`src/rtl/dac_i2c_pkg.sv`:
```
`timescale 1ns/1ps
package dac_i2c_pkg;

  typedef enum logic [1:0] {
    LK_IDLE,
    LK_RECV,
    LK_SEND,
    LK_WAIT
  } link_state_e;

  localparam logic [7:0] BCAST_WR_BYTE = 8'h10;
  localparam logic [4:0] HS_CODE_TOP   = 5'b00001;

  // write-only broadcast: the whole byte, R/W included, must match
  function automatic logic is_bcast_write(input logic [7:0] b);
    return b == BCAST_WR_BYTE;
  endfunction

  // high-speed master code: only the upper five bits are decoded
  function automatic logic is_hs_code(input logic [4:0] top5);
    return top5 == HS_CODE_TOP;
  endfunction

endpackage

```
`src/rtl/i2c_line_sync.sv`:
```
`timescale 1ns/1ps
module i2c_line_sync #(
  parameter int STAGES = 2
) (
  input  logic clk,
  input  logic rst_n,
  input  logic scl_in,
  input  logic sda_in,
  output logic sda_q,
  output logic scl_rise,
  output logic scl_fall,
  output logic start_det,
  output logic stop_det
);

  logic [STAGES-1:0] scl_pipe, sda_pipe;
  logic scl_prev, sda_prev, scl_q;

  always_ff @(posedge clk or negedge rst_n) begin
    if (!rst_n) begin
      scl_pipe <= '1;
      sda_pipe <= '1;
      scl_prev <= 1'b1;
      sda_prev <= 1'b1;
    end else begin
      scl_pipe <= {scl_pipe[STAGES-2:0], scl_in};
      sda_pipe <= {sda_pipe[STAGES-2:0], sda_in};
      scl_prev <= scl_pipe[STAGES-1];
      sda_prev <= sda_pipe[STAGES-1];
    end
  end

  assign scl_q     = scl_pipe[STAGES-1];
  assign sda_q     = sda_pipe[STAGES-1];
  assign scl_rise  = scl_q & ~scl_prev;
  assign scl_fall  = ~scl_q & scl_prev;
  // data edges while the clock stays high
  assign start_det = scl_q & scl_prev & sda_prev & ~sda_q;
  assign stop_det  = scl_q & scl_prev & ~sda_prev & sda_q;

endmodule

```
`src/rtl/i2c_link_ctrl.sv`:
```
`timescale 1ns/1ps
module i2c_link_ctrl
  import dac_i2c_pkg::*;
#(
  parameter int                 STRAP_W     = 2,
  parameter logic [6-STRAP_W:0] ADDR_PREFIX = 5'b00011
) (
  input  logic               clk,
  input  logic               rst_n,
  input  logic               sda_q,
  input  logic               scl_rise,
  input  logic               scl_fall,
  input  logic               start_det,
  input  logic               stop_det,
  input  logic [STRAP_W-1:0] strap,
  input  logic               clr_hs,
  input  logic [15:0]        rd_word,
  output logic               sda_oe,
  output logic               hs_mode,
  output logic               wr_open,
  output logic               bcast_txn,
  output logic               byte_stb,
  output logic [7:0]         byte_val
);

  function automatic logic own_hit(input logic [6:0] a7, input logic [STRAP_W-1:0] s);
    return a7 == {ADDR_PREFIX, s};
  endfunction

  link_state_e state;
  logic [3:0]  bitcnt;
  logic        in_ack, first_byte, go_send, tx_second, mnack;
  logic [7:0]  shreg, rd_lo;

  // named internal events
  logic active, ack_start, ack_end, own_hit_w, bcast_hit_w, hs_hit_w, ack_now;

  assign active      = (state == LK_RECV) || (state == LK_SEND);
  assign ack_start   = active && scl_fall && !in_ack && (bitcnt == 4'd8);
  assign ack_end     = active && scl_fall && in_ack;
  assign own_hit_w   = own_hit(shreg[7:1], strap);
  assign bcast_hit_w = is_bcast_write(shreg);
  assign hs_hit_w    = is_hs_code(shreg[7:3]);
  assign ack_now     = first_byte ? (own_hit_w || bcast_hit_w) : 1'b1;

  assign wr_open  = ack_start && (state == LK_RECV) && first_byte && ack_now && !shreg[0];
  assign byte_stb = ack_start && (state == LK_RECV) && !first_byte;
  assign byte_val = shreg;

  always_ff @(posedge clk or negedge rst_n) begin
    if (!rst_n) begin
      state      <= LK_IDLE;
      bitcnt     <= '0;
      in_ack     <= 1'b0;
      first_byte <= 1'b0;
      go_send    <= 1'b0;
      tx_second  <= 1'b0;
      mnack      <= 1'b0;
      shreg      <= '0;
      rd_lo      <= '0;
      sda_oe     <= 1'b0;
      bcast_txn  <= 1'b0;
    end else if (start_det) begin
      state      <= LK_RECV;
      bitcnt     <= '0;
      in_ack     <= 1'b0;
      first_byte <= 1'b1;
      go_send    <= 1'b0;
      tx_second  <= 1'b0;
      bcast_txn  <= 1'b0;
      sda_oe     <= 1'b0;
    end else if (stop_det) begin
      state  <= LK_IDLE;
      in_ack <= 1'b0;
      sda_oe <= 1'b0;
    end else if (active) begin
      if (scl_rise) begin
        if (!in_ack && bitcnt != 4'd8) begin
          bitcnt <= bitcnt + 4'd1;
          if (state == LK_RECV) shreg <= {shreg[6:0], sda_q};
        end
        if (in_ack) mnack <= sda_q;
      end
      if (ack_start) begin
        in_ack <= 1'b1;
        if (state == LK_RECV) begin
          sda_oe <= ack_now;
          if (first_byte) begin
            go_send   <= own_hit_w && shreg[0];
            bcast_txn <= bcast_hit_w;
          end
          if (!ack_now) state <= LK_WAIT;
        end else begin
          sda_oe <= 1'b0;
        end
      end else if (ack_end) begin
        in_ack     <= 1'b0;
        bitcnt     <= '0;
        first_byte <= 1'b0;
        if (state == LK_RECV && go_send) begin
          state     <= LK_SEND;
          shreg     <= rd_word[15:8];
          rd_lo     <= rd_word[7:0];
          sda_oe    <= ~rd_word[15];
          tx_second <= 1'b0;
        end else if (state == LK_SEND && !mnack && !tx_second) begin
          shreg     <= rd_lo;
          sda_oe    <= ~rd_lo[7];
          tx_second <= 1'b1;
        end else if (state == LK_SEND) begin
          state  <= LK_WAIT;
          sda_oe <= 1'b0;
        end else begin
          sda_oe <= 1'b0;
        end
      end else if (scl_fall && state == LK_SEND && !in_ack && bitcnt != 4'd0) begin
        shreg  <= {shreg[6:0], 1'b1};
        sda_oe <= ~shreg[6];
      end
    end
  end

  always_ff @(posedge clk or negedge rst_n) begin
    if (!rst_n)                   hs_mode <= 1'b0;
    else if (clr_hs || stop_det)  hs_mode <= 1'b0;
    else if (ack_start && state == LK_RECV && first_byte && hs_hit_w) hs_mode <= 1'b1;
  end

  AST_OE_MOVES_IN_LOW: assert property (@(posedge clk) disable iff (!rst_n)
    (sda_oe != $past(sda_oe)) |-> $past(scl_fall || start_det || stop_det));
  AST_QUIET_UNADDRESSED: assert property (@(posedge clk) disable iff (!rst_n)
    (state == LK_WAIT || state == LK_IDLE) |-> !sda_oe);
  AST_HS_DROPS: assert property (@(posedge clk) disable iff (!rst_n)
    (stop_det || clr_hs) |=> !hs_mode);
  AST_NO_BCAST_READ: assert property (@(posedge clk) disable iff (!rst_n)
    (state == LK_SEND) |-> !bcast_txn);

endmodule

```
`src/rtl/dac_frame_builder.sv`:
```
`timescale 1ns/1ps
module dac_frame_builder #(
  parameter int DATA_W  = 16,
  parameter int SEL_BIT = 6
) (
  input  logic              clk,
  input  logic              rst_n,
  input  logic              wr_open,
  input  logic              bus_break,
  input  logic              byte_stb,
  input  logic [7:0]        byte_val,
  input  logic              bcast_in,
  output logic              frame_valid,
  output logic [DATA_W+7:0] frame_data,
  output logic              frame_bcast
);

  localparam int DATA_BYTES = DATA_W / 8;
  localparam int IDX_W      = $clog2(DATA_BYTES + 1);

  logic [IDX_W-1:0]  idx;     // 0: command byte expected, k: data byte k expected
  logic [7:0]        cmd_q;
  logic [DATA_W-9:0] part_q;
  logic [DATA_W-1:0] data_nxt;
  logic              last_byte;

  assign data_nxt  = {part_q, byte_val};
  assign last_byte = (idx == IDX_W'(DATA_BYTES));

  always_ff @(posedge clk or negedge rst_n) begin
    if (!rst_n) begin
      idx         <= '0;
      cmd_q       <= '0;
      part_q      <= '0;
      frame_valid <= 1'b0;
      frame_data  <= '0;
      frame_bcast <= 1'b0;
    end else begin
      frame_valid <= 1'b0;
      if (wr_open || bus_break) begin
        idx <= '0;                                 // partial frame dropped
      end else if (byte_stb) begin
        if (idx == '0) begin
          cmd_q <= byte_val;
          idx   <= IDX_W'(1);
        end else if (last_byte) begin
          frame_valid <= 1'b1;
          frame_data  <= {cmd_q, data_nxt};
          frame_bcast <= bcast_in;
          idx         <= cmd_q[SEL_BIT] ? IDX_W'(1) : '0;
        end else begin
          part_q <= data_nxt[DATA_W-9:0];
          idx    <= idx + IDX_W'(1);
        end
      end
    end
  end

  AST_FRAME_PULSE: assert property (@(posedge clk) disable iff (!rst_n)
    frame_valid |=> !frame_valid);
  AST_FRAME_FROM_BYTE: assert property (@(posedge clk) disable iff (!rst_n)
    frame_valid |-> $past(byte_stb));
  AST_NO_FRAME_AFTER_BREAK: assert property (@(posedge clk) disable iff (!rst_n)
    $past(bus_break) |-> !frame_valid);

endmodule

```
`src/rtl/dac_i2c_frontend.sv`:
```
`timescale 1ns/1ps
module dac_i2c_frontend #(
  parameter int                 STRAP_W     = 2,
  parameter logic [6-STRAP_W:0] ADDR_PREFIX = 5'b00011,
  parameter int                 DATA_W      = 16,
  parameter int                 SYNC_STAGES = 2
) (
  input  logic               clk,
  input  logic               rst_n,
  input  logic               scl_in,
  input  logic               sda_in,
  output logic               sda_oe,
  input  logic [STRAP_W-1:0] strap,
  input  logic               hs_clear,
  input  logic [15:0]        rd_word,
  output logic               frame_valid,
  output logic [DATA_W+7:0]  frame_data,
  output logic               frame_bcast,
  output logic               hs_mode
);

  logic sda_q, scl_rise, scl_fall, start_det, stop_det;
  logic wr_open, bcast_txn, byte_stb;
  logic [7:0] byte_val;

  i2c_line_sync #(.STAGES(SYNC_STAGES)) u_sync (
    .clk(clk), .rst_n(rst_n), .scl_in(scl_in), .sda_in(sda_in),
    .sda_q(sda_q), .scl_rise(scl_rise), .scl_fall(scl_fall),
    .start_det(start_det), .stop_det(stop_det)
  );

  i2c_link_ctrl #(.STRAP_W(STRAP_W), .ADDR_PREFIX(ADDR_PREFIX)) u_link (
    .clk(clk), .rst_n(rst_n), .sda_q(sda_q), .scl_rise(scl_rise),
    .scl_fall(scl_fall), .start_det(start_det), .stop_det(stop_det),
    .strap(strap), .clr_hs(hs_clear), .rd_word(rd_word), .sda_oe(sda_oe),
    .hs_mode(hs_mode), .wr_open(wr_open), .bcast_txn(bcast_txn),
    .byte_stb(byte_stb), .byte_val(byte_val)
  );

  dac_frame_builder #(.DATA_W(DATA_W)) u_frame (
    .clk(clk), .rst_n(rst_n), .wr_open(wr_open),
    .bus_break(start_det | stop_det), .byte_stb(byte_stb),
    .byte_val(byte_val), .bcast_in(bcast_txn), .frame_valid(frame_valid),
    .frame_data(frame_data), .frame_bcast(frame_bcast)
  );

endmodule

```
`config.mk`:
```
export PLATFORM = sky130hd
export DESIGN_NAME = dac_i2c_frontend
export DESIGN_NICKNAME = d
export VERILOG_FILES = /design/src/rtl/dac_i2c_pkg.sv /design/src/rtl/i2c_line_sync.sv /design/src/rtl/i2c_link_ctrl.sv /design/src/rtl/dac_frame_builder.sv /design/src/rtl/dac_i2c_frontend.sv
export SDC_FILE = /design/constraint.sdc
export NUM_CORES = 1
export LEC_CHECK = 0
export BUFFER_PORTS_ARGS = -buffer_cell sky130_fd_sc_hd__buf_4
export CAP_MARGIN = 20
export CORE_MARGIN = 2
export CORE_UTILIZATION = 33
export DETAILED_ROUTE_END_ITERATION = 12
export SETUP_SLACK_MARGIN = 0.4
export SLEW_MARGIN = 15
export SYNTH_ARGS = -nofsm -noshare
export SYNTH_HDL_FRONTEND = slang
export SYNTH_SLANG_ARGS = --single-unit
```
`constraint.sdc`:
```
create_clock -name clk -period 2.1 [get_ports clk]
set_input_delay 0 -clock clk [delete_from_list [all_inputs] [get_ports clk]]
set_output_delay 0 -clock clk [all_outputs]
set_load 0.05 [all_outputs]
```
### Word-level counts from Yosys, hierarchy flattened

Cells that the tools add are included.

| cells by class | value |
|---|---|
| $add $sub $neg | 2 |
| reductions and logical operators | 54 |
| mux-type cells | 74 |
| bitwise gates (word level) | 21 |
| equality and inequality tests | 13 |

Operator list:

| cell | count |
|---|---|
| 8-bit 2-to-1 mux | 8 |
| 1-bit 2-to-1 mux | 45 |
| 2-bit 2-to-1 mux | 14 |
| 4-bit 2-to-1 mux | 7 |
| 1-bit logical AND | 18 |
| 5-bit AND reduction | 3 |
| 2-bit nonzero test | 7 |
| 1-bit NOT | 13 |
| 4-bit != test, second input constant | 3 |
| 4-bit AND reduction | 3 |
| 6-bit AND reduction | 2 |
| 5-bit nonzero test | 2 |
| 8-bit by 5-bit == test with 1-bit output, second input constant | 1 |
| 4-bit nonzero test | 2 |
| 1-bit bitwise AND | 7 |
| 7-bit by 4-bit == test with 1-bit output | 1 |
| 2-bit AND reduction | 3 |
| 3-bit AND reduction | 2 |
| 3-bit nonzero test | 2 |
| 5-bit by 1-bit == test with 1-bit output, second input constant | 1 |
| 1-bit zero test | 5 |
| 5-bit by 3-bit != test with 1-bit output, second input constant | 1 |
| 4-bit by 1-bit adder with 4-bit output, second input constant | 1 |
| 2-bit == test, second input constant | 2 |
| other kinds (7) | 11 |

| word-level totals | value |
|---|---|
| register bits | 80 |
| input port bits | 23 |
| output and inout bits | 28 |
| logic and storage cells | 186 |

### Depth between registers and ports, before layout

Gate-level depths: netlist of run 1.

| logic depth | value |
|---|---|
| depth in word-level cells | 12 |
| depth in mapped cells | 10 |
| gate-level depth less buffers | 7 |

### Hierarchy

A second synthesis of run 1 with hierarchy kept.

| unflattened totals | value |
|---|---|
| cell total of the unflattened synthesis | 311 |
| area total of the unflattened synthesis | 3880.0 um2 |

Modules (own cells, without submodules):

| module | times used | area an instance (um2) | seq. area each (um2) | cells an instance |
|---|---|---|---|---|
| i2c_link_ctrl | 1 | 1898.1 | 750.7 | 199 |
| dac_frame_builder | 1 | 1785.5 | 1101.1 | 101 |
| i2c_line_sync | 1 | 190.2 | 157.7 | 10 |
| dac_i2c_frontend | 1 | 6.3 | 0.0 | 1 |

### Worst setup path after synthesis of run 1

Ideal clock, no wire load.

| timing path | value |
|---|---|
| path kind | register to register |
| from | reg u_link.state[0] |
| to | reg u_link.go_send |
| required time | 2.023 ns |
| data arrival time | 2.190 ns |
| setup time | 0.077 ns |
| path buffers | 2 |
| clock period less this slack | 2.268 ns |
| slack | -0.168 ns |
| stages on the path, launching flop included | 10 |
| cell sequence | dfrtp_1 inv_1 ha_1 clkbuf_2 nor4b_2 and2_1 buf_2 nand3_1 or4_1 a21oi_1 |

| between the ends | value |
|---|---|
| word-level cells in the longest chain between the ends | 7 |
| elaborated cells between the ends (all ways) | 10 |
| classes of those cells | 2 x eq/ne; 8 x reduce/logical |

Ends and longest elaborated chain:

| item | RTL line | text |
|---|---|---|
| from (decl) | i2c_link_ctrl.sv:30 | `link_state_e state;` |
| from (signal assigned) | i2c_link_ctrl.sv:52 | `state <= LK_IDLE;` |
| from (signal assigned) | i2c_link_ctrl.sv:64 | `state <= LK_RECV;` |
| from (signal assigned) | i2c_link_ctrl.sv:73 | `state <= LK_IDLE;` |
| 2-bit by 1-bit == test with 1-bit output or 2-bit == test (tied branches) | i2c_link_ctrl.sv:38, i2c_link_ctrl.sv:86 |  |
| 1-bit logical OR | i2c_link_ctrl.sv:38 | `assign active = (state == LK_RECV) \|\| (state == LK_SEND);` |
| 1-bit logical AND (3 in a row) | i2c_link_ctrl.sv:39 | `assign ack_start = active && scl_fall && !in_ack && (bitcnt == 4'd8);` |
| 2-bit nonzero test (no line) | -- |  |
| 5-bit AND reduction (no line) * | -- |  |
| to (signal assigned) | i2c_link_ctrl.sv:89 | `go_send <= own_hit_w && shreg[0];` |
| to (decl) | i2c_link_ctrl.sv:32 | `logic in_ack, first_byte, go_send, tx_second, mnack;` |

Every way passes the cells marked *; elsewhere a longest branch is shown, timed or not.
A chain may end at the register's enable or synchronous reset.

### Worst setup path after layout of run 1

| timing path | value |
|---|---|
| from | reg u_link.state[1] |
| to | reg u_frame.frame_data[20] |

| between the ends | value |
|---|---|
| word-level cells in the longest chain between the ends | 12 |
| elaborated cells between the ends (all ways) | 14 |
| classes of those cells | 2 x eq/ne; 1 x bitwise; 11 x reduce/logical |

Ends and longest elaborated chain:

| item | RTL line | text |
|---|---|---|
| 2-bit by 1-bit == test with 1-bit output or 2-bit == test (tied branches) | i2c_link_ctrl.sv:38, i2c_link_ctrl.sv:46, i2c_link_ctrl.sv:47 |  |
| 1-bit logical OR | i2c_link_ctrl.sv:38 |  |
| 1-bit logical AND (3 in a row) | i2c_link_ctrl.sv:39 |  |
| 1-bit logical AND * | i2c_link_ctrl.sv:46, i2c_link_ctrl.sv:47 |  |
| 1-bit logical AND (3 in a row) | i2c_link_ctrl.sv:46 | `assign wr_open = ack_start && (state == LK_RECV) && first_byte && ack_now && !shreg[0];` |
| 1-bit logical OR | dac_frame_builder.sv:40 | `if (wr_open \|\| bus_break) begin` |
| 1-bit NOT (no line) | -- |  |
| 4-bit AND reduction (no line) * | -- |  |
| to (signal assigned) | dac_frame_builder.sv:48 | `frame_data <= {cmd_q, data_nxt};` |
| to (decl) | dac_frame_builder.sv:14 | `output logic [DATA_W+7:0] frame_data,` |

Marks and branches as above.

==> metrics.md, run 1 <==
| Metric | Value |
|---|---|
| Final setup viols | 31 |
| FP Rows | 38 |
| GRT overflow | 0 |
| MaxCap Viol Count | 0 |
| Finished Core Util | 51.3% |
| Die Area | 0.0121 mm2 |
| Worst-path cell chain | ha_4, nor4b_4, nand4_1, nor2_1, nand2_2, bufbuf_16, mux2_2 |
| Clock latency on the worst-skew pair | ~360 ps |
| Final period utilization | 104% |
| Hold path depth | 4 |
| Unique masters post-synth | 52 |
| Synth area leaders | dfrtp_1 (50%), mux2_2 (15%), dfstp_2 (4.3%) |
| Cell Pwr Density | 786 mW/mm2 |
| Worst Hold End | u_link.byte_val[4] |
| Critical Path Sink Type | register |
| Main synth FF type | dfrtp_1 |
| Slew Limit Fails | 0 |
| Synth Register Bits | 80 |
| Setup TNS | -1850 ps |
| Post-synth ARST share | 100% |
| I/O Buffers | 50 |
| RePlAce Congestion | 0.922 |
| Crit-path slowest cell | dfrtp_1 |
| Max Used Layer | met4 |
| Initial core utilization | 33.9% |
| Most frequent cells in the layout | buf_4 (86), dfrtp_1 (74), buf_6 (27) |
| FF-to-FF End | u_frame.frame_data[20] |
| CP Max Fanout | 13 |
| Initial antenna violation count | 0 |
| Share of layout cells above drive strength 1 | 53.3% |
| Worst Hold Class | input port to register |
| Met2 routed WL | 4950 um |
| CP Data Required Time | 2350 ps |
| Clock transition at the registers of the reported paths | 80 ps |
| First-pass GRT wire length | 15300 um |
| CTS Root Cell | clkbuf_8 |
| Hold path startpoint | rd_word[12] |
| CTS tree | yes |
| Die Width | roughly 110 um |
| WS Path Type | register to register |
| Leakage power | around 2.7 nW |
| Startpoint Class | register |
| Setup slack, reg-to-reg | -80 ps |
| RSZ-0062 raised after global routing | yes |
| Synthesized area | ~0.0037 mm2 |
| IO Pins | roughly 50 |
| Fmax | approximately 460 MHz |
| Gate Count Post-Synth | 306 |
| Met1 WL | 4200 um |
| Pre-antenna DRT Iters | 4 |
| Worst EP arrival | about 2400 ps |
| Clock Path Buffers | 2 |
| Post-synth top area cell | dfrtp_1 |
| Via/cell ratio | 5.16 |
| Clk sinks | 80 |
| Vias in the first global route | 3061 |
| Syn avg cell area | 12.1 um2 |
| HPWL after DPL | about 6100 um |
| Remaining DRCs | 0 |
| Total wire length | just under 10000 um |
| Nets@finish | between 400 and 500 |
| Status | finished, violations left |
| Instance area at placement | 0.00451 mm2 |
| Period minus WS final | between 2000 and 2500 ps |
| Detailed-route via count | 2975 |
| Post-DRT Antenna Nets | 0 |
| Post-synthesis sequential area ratio | 54.4% |
| Slew margin rel. | 64.4% |
| Failing checks | negative setup slack |
| WL/cell | 17.0 um |
| Top-area cell type share of the netlist area | ~50% |
| Core ar. | 0.0109 mm2 |
| Pin count of the biggest net entering global routing | between 40 and 50 |
| # H-tree levels | 3 |
| Number of synthesized flops with an enable pin | 0 |
| Worst Setup Slack, final | -75.9 ps |
| CTS buffer count | 9 |
| Syn_nets | 333 |
| Reg-to-Reg Start | u_link.state[1] |
| Hold Vio Cnt, Final | 0 |
| R2R depth | 7 |
| Total power draw | 0.00439 W |
| Syn. warnings | 0 |
| Worst vdd ir | 444 uV |
| Cell family with most CP delay | simple AND/OR/NAND/NOR gates |
| Area growth, synth to finish | 51.1% |
| Fin Hold WS | 63.8 ps |
| Die height | 110 um |
| Clk_skew | 16.3 ps |
| Worst-margin pin slew | 533 ps |
| Diode count | 0 |
| Commonest non-fill, non-tap cell in the layout | buf_4 |
| GRT Total Usage | around 17% |
| Critical path buffer and inverter count | 1 |
| Iter 0 DRT Violations | 123 |
| Fin area | between 0.005 and 0.006 mm2 |
| Wire length on met3 | approximately 540 um |
| Slowest stage delay, CP | 420 ps |
==> synthesized netlist by cell type (2+ instances only) <==
master / instances
a211oi_1: 2
a21o_1: 2
a21oi_1: 18
a31oi_1: 2
and2_1: 3
buf_2: 4
clkbuf_1: 11
dfrtp_1: 74
dfstp_2: 6
ha_1: 4
inv_1: 9
mux2_2: 48
mux2i_1: 8
nand2_1: 15
nand2b_1: 2
nand3_1: 9
nand4_1: 4
nor2_1: 14
nor2b_1: 3
nor3_1: 4
nor3b_1: 4
nor4_1: 2
o211ai_1: 6
o21ai_0: 13
o221a_1: 5
o22ai_1: 3
or4_1: 2
xnor2_1: 3
xor2_1: 3
==> worst max-delay path by stage <==
stage	to	slack, ps	start	depth (start not counted)
after detailed placement	u_link.byte_val[1]	-90	u_link.bitcnt[1]	6
final	u_frame.frame_data[20]	-80	u_link.state[1]	7
after floorplan	u_link.byte_val[1]	-120	u_link.bitcnt[0]	7
after global placement	u_link.byte_val[1]	-30	u_link.bitcnt[1]	6
after global routing	u_frame.frame_data[20]	-150	u_link.state[0]	8
after CTS	u_link.byte_val[1]	-60	u_link.bitcnt[1]	6
==> final cells by class <==
| cell class | instances | area [um2] |
|---|---|---|
| well taps | 140 | 175 |
| fillers | 928 | 5300 |
| clock buffers | 10 | 138 |
| inverters | 9 | 33.8 |
| clock inverters | 6 | 73.8 |
| repair buffers | 133 | 1240 |
| multi-input cells | 199 | 1910 |
| flip-flops and latches | 80 | 2010 |
==> tightest hold or removal path, delay by kind of cell <==
family	cells	cell delay (ps)
buf+inv	1	80
compound gates	3	300
==> repair_timing <==
action | 4_1_cts | 5_1_grt
gates resized for setup | 57 | 44
buffers inserted | 21 | 10
pin swaps | 26 | 10
hold buffers | 13 | 0
hold endpoints to repair | 57 | 0
cloned | 3 | 1
setup endpoints to repair | 71 | 73
==> sequential cells by signal, indices dropped and copies added, names as in the netlist, 2 cells and up <==
register / count
u_frame.cmd_q: 8
u_frame.idx: 2
u_link.byte_val: 8
u_link.state: 2
u_sync.sda_pipe: 2
u_sync.scl_pipe: 2
u_link.rd_lo: 8
u_link.bitcnt: 4
u_frame.frame_data: 24
u_frame.part_q: 8
==> metrics by stage <==
step,std cells,setup slack [ps]
floorplan,306,-117
finish,577,-75.9
CTS,566,-59.2
global placement,513,-29.9
global route,577,-154
detailed placement,513,-92.3
==> report_power, final <==
group,switching [W],internal [W]
Combinational,0.000643,0.000677
Clock,0.000595,0.000598
Sequential,0.000194,0.00168
==> cells by family after synthesis <==
group / Yosys count / share of synthesized area, %
AO/OA/AOI/OAI: 61 / 11.6
XOR/XNOR: 6 / 1.42
adder cells (fa/ha/maj): 4 / 1.35
buffers and inverters: 27 / 3.11
flip-flops: 80 / 54.4
multiplexers: 56 / 16.8
AND/OR/NAND/NOR: 72 / 11.4
==> layer usage <==
layer  GRT usage (%)  up-vias
met2            29.1       95
met3            4.62       15
met5               0        -
met4            4.97        0
li1                -     1378
met1            20.0     1487
Power figures use the tool's default switching activity.
==> inputs of run 2 (changes only) <==
--- a/config.mk
+++ b/config.mk
@@ -7,9 +7,12 @@
 export LEC_CHECK = 0
 export BUFFER_PORTS_ARGS = -buffer_cell sky130_fd_sc_hd__buf_4
 export CAP_MARGIN = 20
+export CELL_PAD_IN_SITES_DETAIL_PLACEMENT = 0
+export CELL_PAD_IN_SITES_GLOBAL_PLACEMENT = 1
 export CORE_MARGIN = 2
-export CORE_UTILIZATION = 33
+export CORE_UTILIZATION = 41
 export DETAILED_ROUTE_END_ITERATION = 12
+export PLACE_DENSITY_LB_ADDON = 0.1
 export SETUP_SLACK_MARGIN = 0.4
 export SLEW_MARGIN = 15
 export SYNTH_ARGS = -nofsm -noshare
==> metrics.md, run 2 (same netlist as run 1, synthesis figures left out) <==
| Metric | Value |
|---|---|
| First-pass GRT wire length | 15000 um (-2.1%) |
| Nets@finish | 449 (-2.2%) |
| Startpoint Class | register |
| Slowest stage delay, CP | 530 ps (+110 ps) |
| MaxCap Viol Count | 0 (unchanged) |
| Register area | 0.00201 mm2 (unchanged) |
| Die Area | 0.00979 mm2 (-19%) |
| Via/cell ratio | 5.35 (+3.8%) |
| Final period utilization | 102% (-1.5 points) |
| Vias in the first global route | 2822 (-7.8%) |
| Area growth, synth to finish | 47.0% |
| Clock power share | 26.3% (-0.9 points) |
| Largest register FFs | 24 (unchanged) |
| Fin Hold WS | 70.4 ps (+6.63 ps) |
| Clock Path Buffers | 2 (unchanged) |
| Pin count of the biggest net entering global routing | 44 (-6.4%) |
| Final setup viols | 24 (-23%) |
| IO Pins | 51 (unchanged) |
| Clk_skew | 9.55 ps (-6.75 ps) |
| Total wire length | 9350 um (-4.9%) |
| Worst Setup Slack, final | -45.0 ps (+31.0 ps) |
| FP Rows | 34 (-11%) |
| Iter 0 DRT Violations | 83 (-33%) |
| # H-tree levels | 3 (unchanged) |
| CP Max Fanout | 6 (-7) |
| Post-DRT Antenna Nets | 0 (unchanged) |
| Fin area | 0.00543 mm2 (-2.7%) |
| CP Data Required Time | 2330 ps (-20 ps) |
| Die Width | 98.9 um (-9.9%) |
| Cell internal pwr | 0.00284 W (-4.0%) |
| Crit-path slowest cell | or4b_4 |
| Instance area at placement | 0.00451 mm2 (about the same) |
| Switching Share | 32.3% (-0.26 points) |
| Clock latency on the worst-skew pair | 350 ps (about the same) |
| Critical Path Sink Type | register |
| Setup slack, reg-to-reg | -40 ps (+30 ps) |
| Initial core utilization | 42.4% (+8.4 points) |
| Die height | 98.9 um (-9.9%) |
| WS Path Type | register to register |
| WL/cell | 17.5 um (+2.8%) |
| Fill cell count | 710 (-23%) |
| RePlAce Congestion | 0.914 (-0.86%) |
| Cell family with most CP delay | compound AO/OA/AOI/OAI gates |
| Sequential Power Share | 45.2% (+2.4 points) |
| Multi-input combinational cell area | 0.00199 mm2 (+4.1%) |
| Clk sinks | 80 (unchanged) |
| Hold Vio Cnt, Final | 0 (unchanged) |
| Worst Hold Class | input port to register |
| Cell Pwr Density | 773 mW/mm2 (-1.7%) |
| Failing checks | negative setup slack |
| GRT overflow | 0 (unchanged) |
| Switch Pwr | 0.00136 W (-5.1%) |
| Critical path buffer and inverter count | 1 (unchanged) |
| Remaining DRCs | 0 (unchanged) |
| Slew margin rel. | 64.8% (+0.49 points) |
| Fmax | 466 MHz (+1.4%) |
| Share of layout cells above drive strength 1 | 52.3% (-0.97 points) |
| HPWL after DPL | 6060 um (-0.88%) |
| Diode count | 0 (unchanged) |
| RSZ-0062 raised after global routing | yes |
| Comb pwr share | 28.6% (-1.5 points) |
| I/O Buffers | 50 (unchanged) |
| Worst-path cell chain | inv_1, ha_2, and3b_1, or4b_4, a2111o_1, o221a_1 |
| GRT Total Usage | 19.5% (+2.9 points) |
| Period minus WS final | 2140 ps (-31.0 ps) |
| Clock transition at the registers of the reported paths | 80 ps (about the same) |
| Pre-antenna DRT Iters | 4 (unchanged) |
| Detailed-route via count | 2858 (-3.9%) |
| Worst-margin pin slew | 527 ps (-5.36 ps) |
| Commonest non-fill, non-tap cell in the layout | buf_4 |
| CTS tree | yes |
| Status | finished, violations left |
| Worst EP arrival | 2380 ps (-40 ps) |
| Core ar. | 0.00872 mm2 (-20%) |
| Slew Limit Fails | 0 (unchanged) |
| Most flops, register | u_frame.frame_data |
| Dpl ws | -99.7 ps (-7.48 ps) |
| Leakage power | 2.64 nW (-0.71%) |
| CTS buffer count | 9 (unchanged) |
| CTS Root Cell | clkbuf_8 |
| Worst vdd ir | 322 uV (-27%) |
| Most frequent cells in the layout | buf_4 (87), dfrtp_1 (74), mux2_4 (47) |
| Initial antenna violation count | 0 (unchanged) |
run 2: cell count changes in the layout (fill, tap and decap cells not counted), moves of 3 or more:
cell and delta:
nand2_1 +3, mux2_4 +25, mux2_2 -25, buf_6 -9
clkinv_2 +3, nand2_2 -4, inv_6 -3
run 2: timing repair:
action	in CTS	in global routing
hold buffers	13	0
gates cloned	0	1
gates resized for setup	95	20
hold endpoints to repair	49	0
setup endpoints to repair	73	72
pin swaps	22	14
buffers inserted	13	6
run 2: power groups by stage:
stage          logic, W  registers, W  clock network (W)
5_1_grt         0.00131       0.00192            0.00121
6_report        0.00120       0.00190            0.00110
3_3_place_gp   0.000957       0.00191                  0
2_1_floorplan  0.000601       0.00182                  0
3_5_place_dp   0.000964       0.00191                  0
4_1_cts         0.00109       0.00189            0.00113
run 2: worst paths after layout:
check                                    from                     end  depth (start not counted)
min reg2reg                u_sync.scl_pipe[0]      u_sync.scl_pipe[1]                          0
min                               rd_word[11]      u_link.byte_val[3]                          4
max in group asynchronous               rst_n      u_link.byte_val[1]                          3
min in group asynchronous               rst_n  u_frame.frame_data[11]                          2
max reg2reg                  u_link.bitcnt[0]      u_link.byte_val[4]                          6
max                          u_link.bitcnt[0]      u_link.byte_val[4]                          6
run 2: layout make-up:
cell class | instances | area share [%]
Timing Repair Buffer | 123 | 19.9
Sequential cell | 80 | 37.0
Multi-Input combinational cell | 199 | 36.6
Inverter | 9 | 0.622
Clock inverter | 6 | 1.13
Clock buffer | 9 | 2.28
Tap cell | 108 | 2.49
run 2: per-stage QoR:
| stage | instances | util, % | TNS [ps] | power (W) |
|---|---|---|---|---|
| finish | 534 | 62.3 | -542 | 0.00420 |
| global route | 534 | 62.3 | -2540 | 0.00444 |
| CTS | 527 | 60.5 | -110 | 0.00412 |
| detailed placement | 486 | 51.7 | -864 | 0.00288 |
| global placement | 486 | 51.7 | -315 | 0.00287 |
| floorplan | 306 | - | -2110 | 0.00242 |
run 2: routing by layer:
metal	share of wire (%)	global-route usage [%]	up-vias
met2	46	29.5	75
met3	4.3	4.75	15
met4	1.7	5.27	0
li1	-	-	1350
met1	48	28.3	1418
met5	0	0	-
run 2: worst min-delay path: cells and delay by family:
family                 cells  cell delay, ps
buffers and inverters      1              80
AO/OA/AOI/OAI              3             300
==> inputs of run 3 (changes only) <==
--- a/config.mk
+++ b/config.mk
@@ -5,13 +5,14 @@
 export SDC_FILE = /design/constraint.sdc
 export NUM_CORES = 1
 export LEC_CHECK = 0
-export BUFFER_PORTS_ARGS = -buffer_cell sky130_fd_sc_hd__buf_4
+export ABC_AREA = 1
 export CAP_MARGIN = 20
 export CELL_PAD_IN_SITES_DETAIL_PLACEMENT = 0
 export CELL_PAD_IN_SITES_GLOBAL_PLACEMENT = 1
 export CORE_MARGIN = 2
-export CORE_UTILIZATION = 41
+export CORE_UTILIZATION = 42
 export DETAILED_ROUTE_END_ITERATION = 12
+export DONT_BUFFER_PORTS = 1
 export PLACE_DENSITY_LB_ADDON = 0.1
 export SETUP_SLACK_MARGIN = 0.4
 export SLEW_MARGIN = 15
==> metrics.md, run 3 <==
| Metric | Value |
|---|---|
| Vias in the first global route | 3402 (+21%) |
| Synthesized area | 0.00396 mm2 (+7.2%) |
| Diode count | 0 (unchanged) |
| WS Path Type | register to register |
| Area growth, synth to finish | 32.8% |
| Syn. warnings | 0 (unchanged) |
| Clk sinks | 80 (unchanged) |
| Reg-to-Reg Start | u_sync.scl_prev |
| Period minus WS final | 1910 ps (-236 ps) |
| GRT Total Usage | 20.9% (+1.3 points) |
| Leakage power | 2.68 nW (+1.5%) |
| Clock latency on the worst-skew pair | 350 ps (about the same) |
| I/O Buffers | 0 (-100%) |
| Main synth FF type | dfrtp_1 |
| Failing checks | negative hold slack |
| HPWL after DPL | 6790 um (+12%) |
| CTS tree | yes |
| CTS buffer count | 9 (unchanged) |
| FP Rows | 35 (+2.9%) |
| Largest register FFs | 24 (unchanged) |
| Initial antenna violation count | 0 (unchanged) |
| Syn_nets | 552 (+66%) |
| Remaining DRCs | 0 (unchanged) |
| Worst-margin pin slew | 559 ps (+32.1 ps) |
| Die height | 101 um (+2.2%) |
| Syn avg cell area | 7.55 um2 (-38%) |
| Worst vdd ir | 539 uV (+67%) |
| Register area | 0.00201 mm2 (unchanged) |
| Via/cell ratio | 5.13 (-4.2%) |
| Post-synthesis compound-gate area fraction | 8.21% (-3.4 points) |
| CTS Root Cell | clkbuf_8 |
| Clock transition at the registers of the reported paths | 90 ps (about the same) |
| Total wire length | 10700 um (+14%) |
| Gate Count Post-Synth | 525 (+72%) |
| Synth Register Bits | 80 (unchanged) |
| Die Area | 0.0102 mm2 (+4.5%) |
| Worst Hold Class | input port to asynchronous set/reset pin |
| R2R depth | 11 (+5) |
| Clock Path Buffers | 2 (unchanged) |
| Fin Hold WS | -669 ps (-740 ps) |
| Top-area cell type share of the netlist area | 46.7% (-3.4 points) |
| Iter 0 DRT Violations | 119 (+43%) |
| Largest family of logic cells by synthesized area | simple AND/OR/NAND/NOR gates |
| Initial core utilization | 43.1% (+0.71 points) |
| Number of synthesized flops with an enable pin | 0 (unchanged) |
| Share of layout cells above drive strength 1 | 25.9% (-26 points) |
| Area share of fa/ha/maj cells after synthesis | 1.26% (-0.091 points) |
| Final setup viols | 0 (-100%) |
| CP Max Fanout | 8 (+2) |
| Dpl ws | 77.2 ps (+177 ps) |
| Die Width | 101 um (+2.2%) |
| Hold Vio Cnt, Final | 80 (+80) |
| Count leader, synth | nand2_1 |
| Post-synth ARST share | 100% (unchanged) |
| Slew margin rel. | 62.7% (-2.1 points) |
| Worst EP arrival | 2150 ps (-230 ps) |
| Unique masters post-synth | 29 (-44%) |
| Area fraction in and, or, nand and nor cells after synthesis | 32.6% (+21 points) |
| FF-to-FF End | u_frame.cmd_q[1] |
| Fill cell count | 858 (+21%) |
| Most frequent cells in the layout | nand2_1 (173), dfrtp_1 (74), inv_1 (44) |
| RSZ-0062 raised after global routing | yes |
| WL/cell | 15.3 um (-13%) |
| MaxCap Viol Count | 0 (unchanged) |
| Post-synthesis xor/xnor area fraction | 0.221% (-1.2 points) |
| Setup slack, reg-to-reg | 190 ps (+240 ps) |
| Mux share of post-synthesis cell area | 0% (-17 points) |
| Status | finished, violations left |
| CP Data Required Time | 2340 ps (about the same) |
| Setup TNS | 0 ps (+542 ps) |
| Startpoint Class | register |
| Multi-input combinational cell area | 0.00201 mm2 (+1.3%) |
| Critical Path Sink Type | register |
| Synth area leaders | dfrtp_1 (47%), nand2_1 (20%), inv_1 (4.9%) |
| Post-synth top area cell | dfrtp_1 |
| Post-DRT Antenna Nets | 0 (unchanged) |
| Most flops, register | u_frame.frame_data |
| CTS Hold Buffers Added | 14 (+1) |
| Post-synth top cells | nand2_1 (212), dfrtp_1 (74), inv_1 (52), nor2_1 (39), o21ai_0 (37) |
| Commonest non-fill, non-tap cell in the layout | nand2_1 |
| First-pass GRT wire length | 16700 um (+11%) |
| Nets@finish | 610 (+36%) |
| Final period utilization | 90.9% (-11 points) |
| Detailed-route via count | 3585 (+25%) |
| Pre-antenna DRT Iters | 5 (+1) |
| Slew Limit Fails | 0 (unchanged) |
| Post-synthesis sequential area ratio | 50.7% (-3.7 points) |
| RePlAce Congestion | 0.854 (-6.6%) |
| Fmax | 524 MHz (+12%) |
| Cell Pwr Density | 996 mW/mm2 (+29%) |
| Worst Setup Slack, final | 191 ps (+236 ps) |
| GRT overflow | 0 (unchanged) |
| Clk_skew | 7.37 ps (-2.18 ps) |
| IO Pins | 51 (unchanged) |
| # H-tree levels | 3 (unchanged) |
| Core ar. | 0.00920 mm2 (+5.5%) |
| Pin count of the biggest net entering global routing | 81 (+84%) |
[run 3: area by class of cell]
| type | count | area share (%) |
|---|---|---|
| multi-input combinational | 378 | 38.3 |
| timing repair buffer | 57 | 11.8 |
| tap | 111 | 2.64 |
| sequential | 80 | 38.2 |
| clock inverter | 6 | 2.19 |
| clock buffer | 10 | 2.42 |
| inverter | 57 | 4.54 |
[run 3: cells by family after synthesis]
group,after synthesis
buffers and inverters,69
adders and majority gates,4
and+or+nand+nor,307
DFF,80
xor gates and xnor gates,1
AOI/OAI and AO/OA,64
[run 3: per-stage QoR]
stage	utilization [%]	total power [W]	hold slack, ps	instances	cell area, um2
2_1_floorplan	-	0.00304	-296	525	4040
4_1_cts	54.0	0.00509	-682	689	4970
3_5_place_dp	46.0	0.00354	-294	642	4230
3_3_place_gp	46.0	0.00352	-294	642	4230
6_report	57.2	0.00524	-669	699	5260
5_1_grt	57.2	0.00560	-693	699	5260
[run 3: power breakdown]
part	internal (W)	total, W	switching [W]
Clock	0.000799	0.00140	0.000603
Combinational	0.000766	0.00193	0.00117
Sequential	0.00170	0.00191	0.000205
[run 3: how the worst max path moves through the flow]
stage / startpoint / to / cells past startpoint
floorplan: u_link.state[1] / u_frame.frame_data[22] / 11
global placement: u_link.state[1] / u_frame.cmd_q[5] / 9
detailed placement: u_link.state[1] / u_frame.cmd_q[1] / 9
CTS: u_sync.scl_prev / u_frame.cmd_q[1] / 11
global route: u_sync.scl_prev / u_frame.cmd_q[2] / 11
finish: u_sync.scl_prev / u_frame.cmd_q[1] / 11
[run 3: layer usage]
metal  track usage [%]  routed length, um
met5                 0                  0
met4              6.76                110
met3              3.11                426
met2              37.2               5550
met1              25.9               4620
[run 3: worst max-delay path, cell delays in order, from the launching register on]
cell and delay [ps]:
dfstp_2 550, inv_2 50, nor2_4 140, nand2_4 70, nor2_4 120, nand2_4 90
nor3_4 210, buf_6 150, buf_6 110, nand3_4 130, nand2_1 110, o21ai_1 70
[run 3: what timing repair did]
item | in CTS | in global routing
endpoints found under the hold margin | 94 | 80
gates resized for setup | 60 | 56
gates cloned | 4 | 2
endpoints found under the setup margin | 63 | 63
setup buffers | 13 | 8
pin swaps | 19 | 12
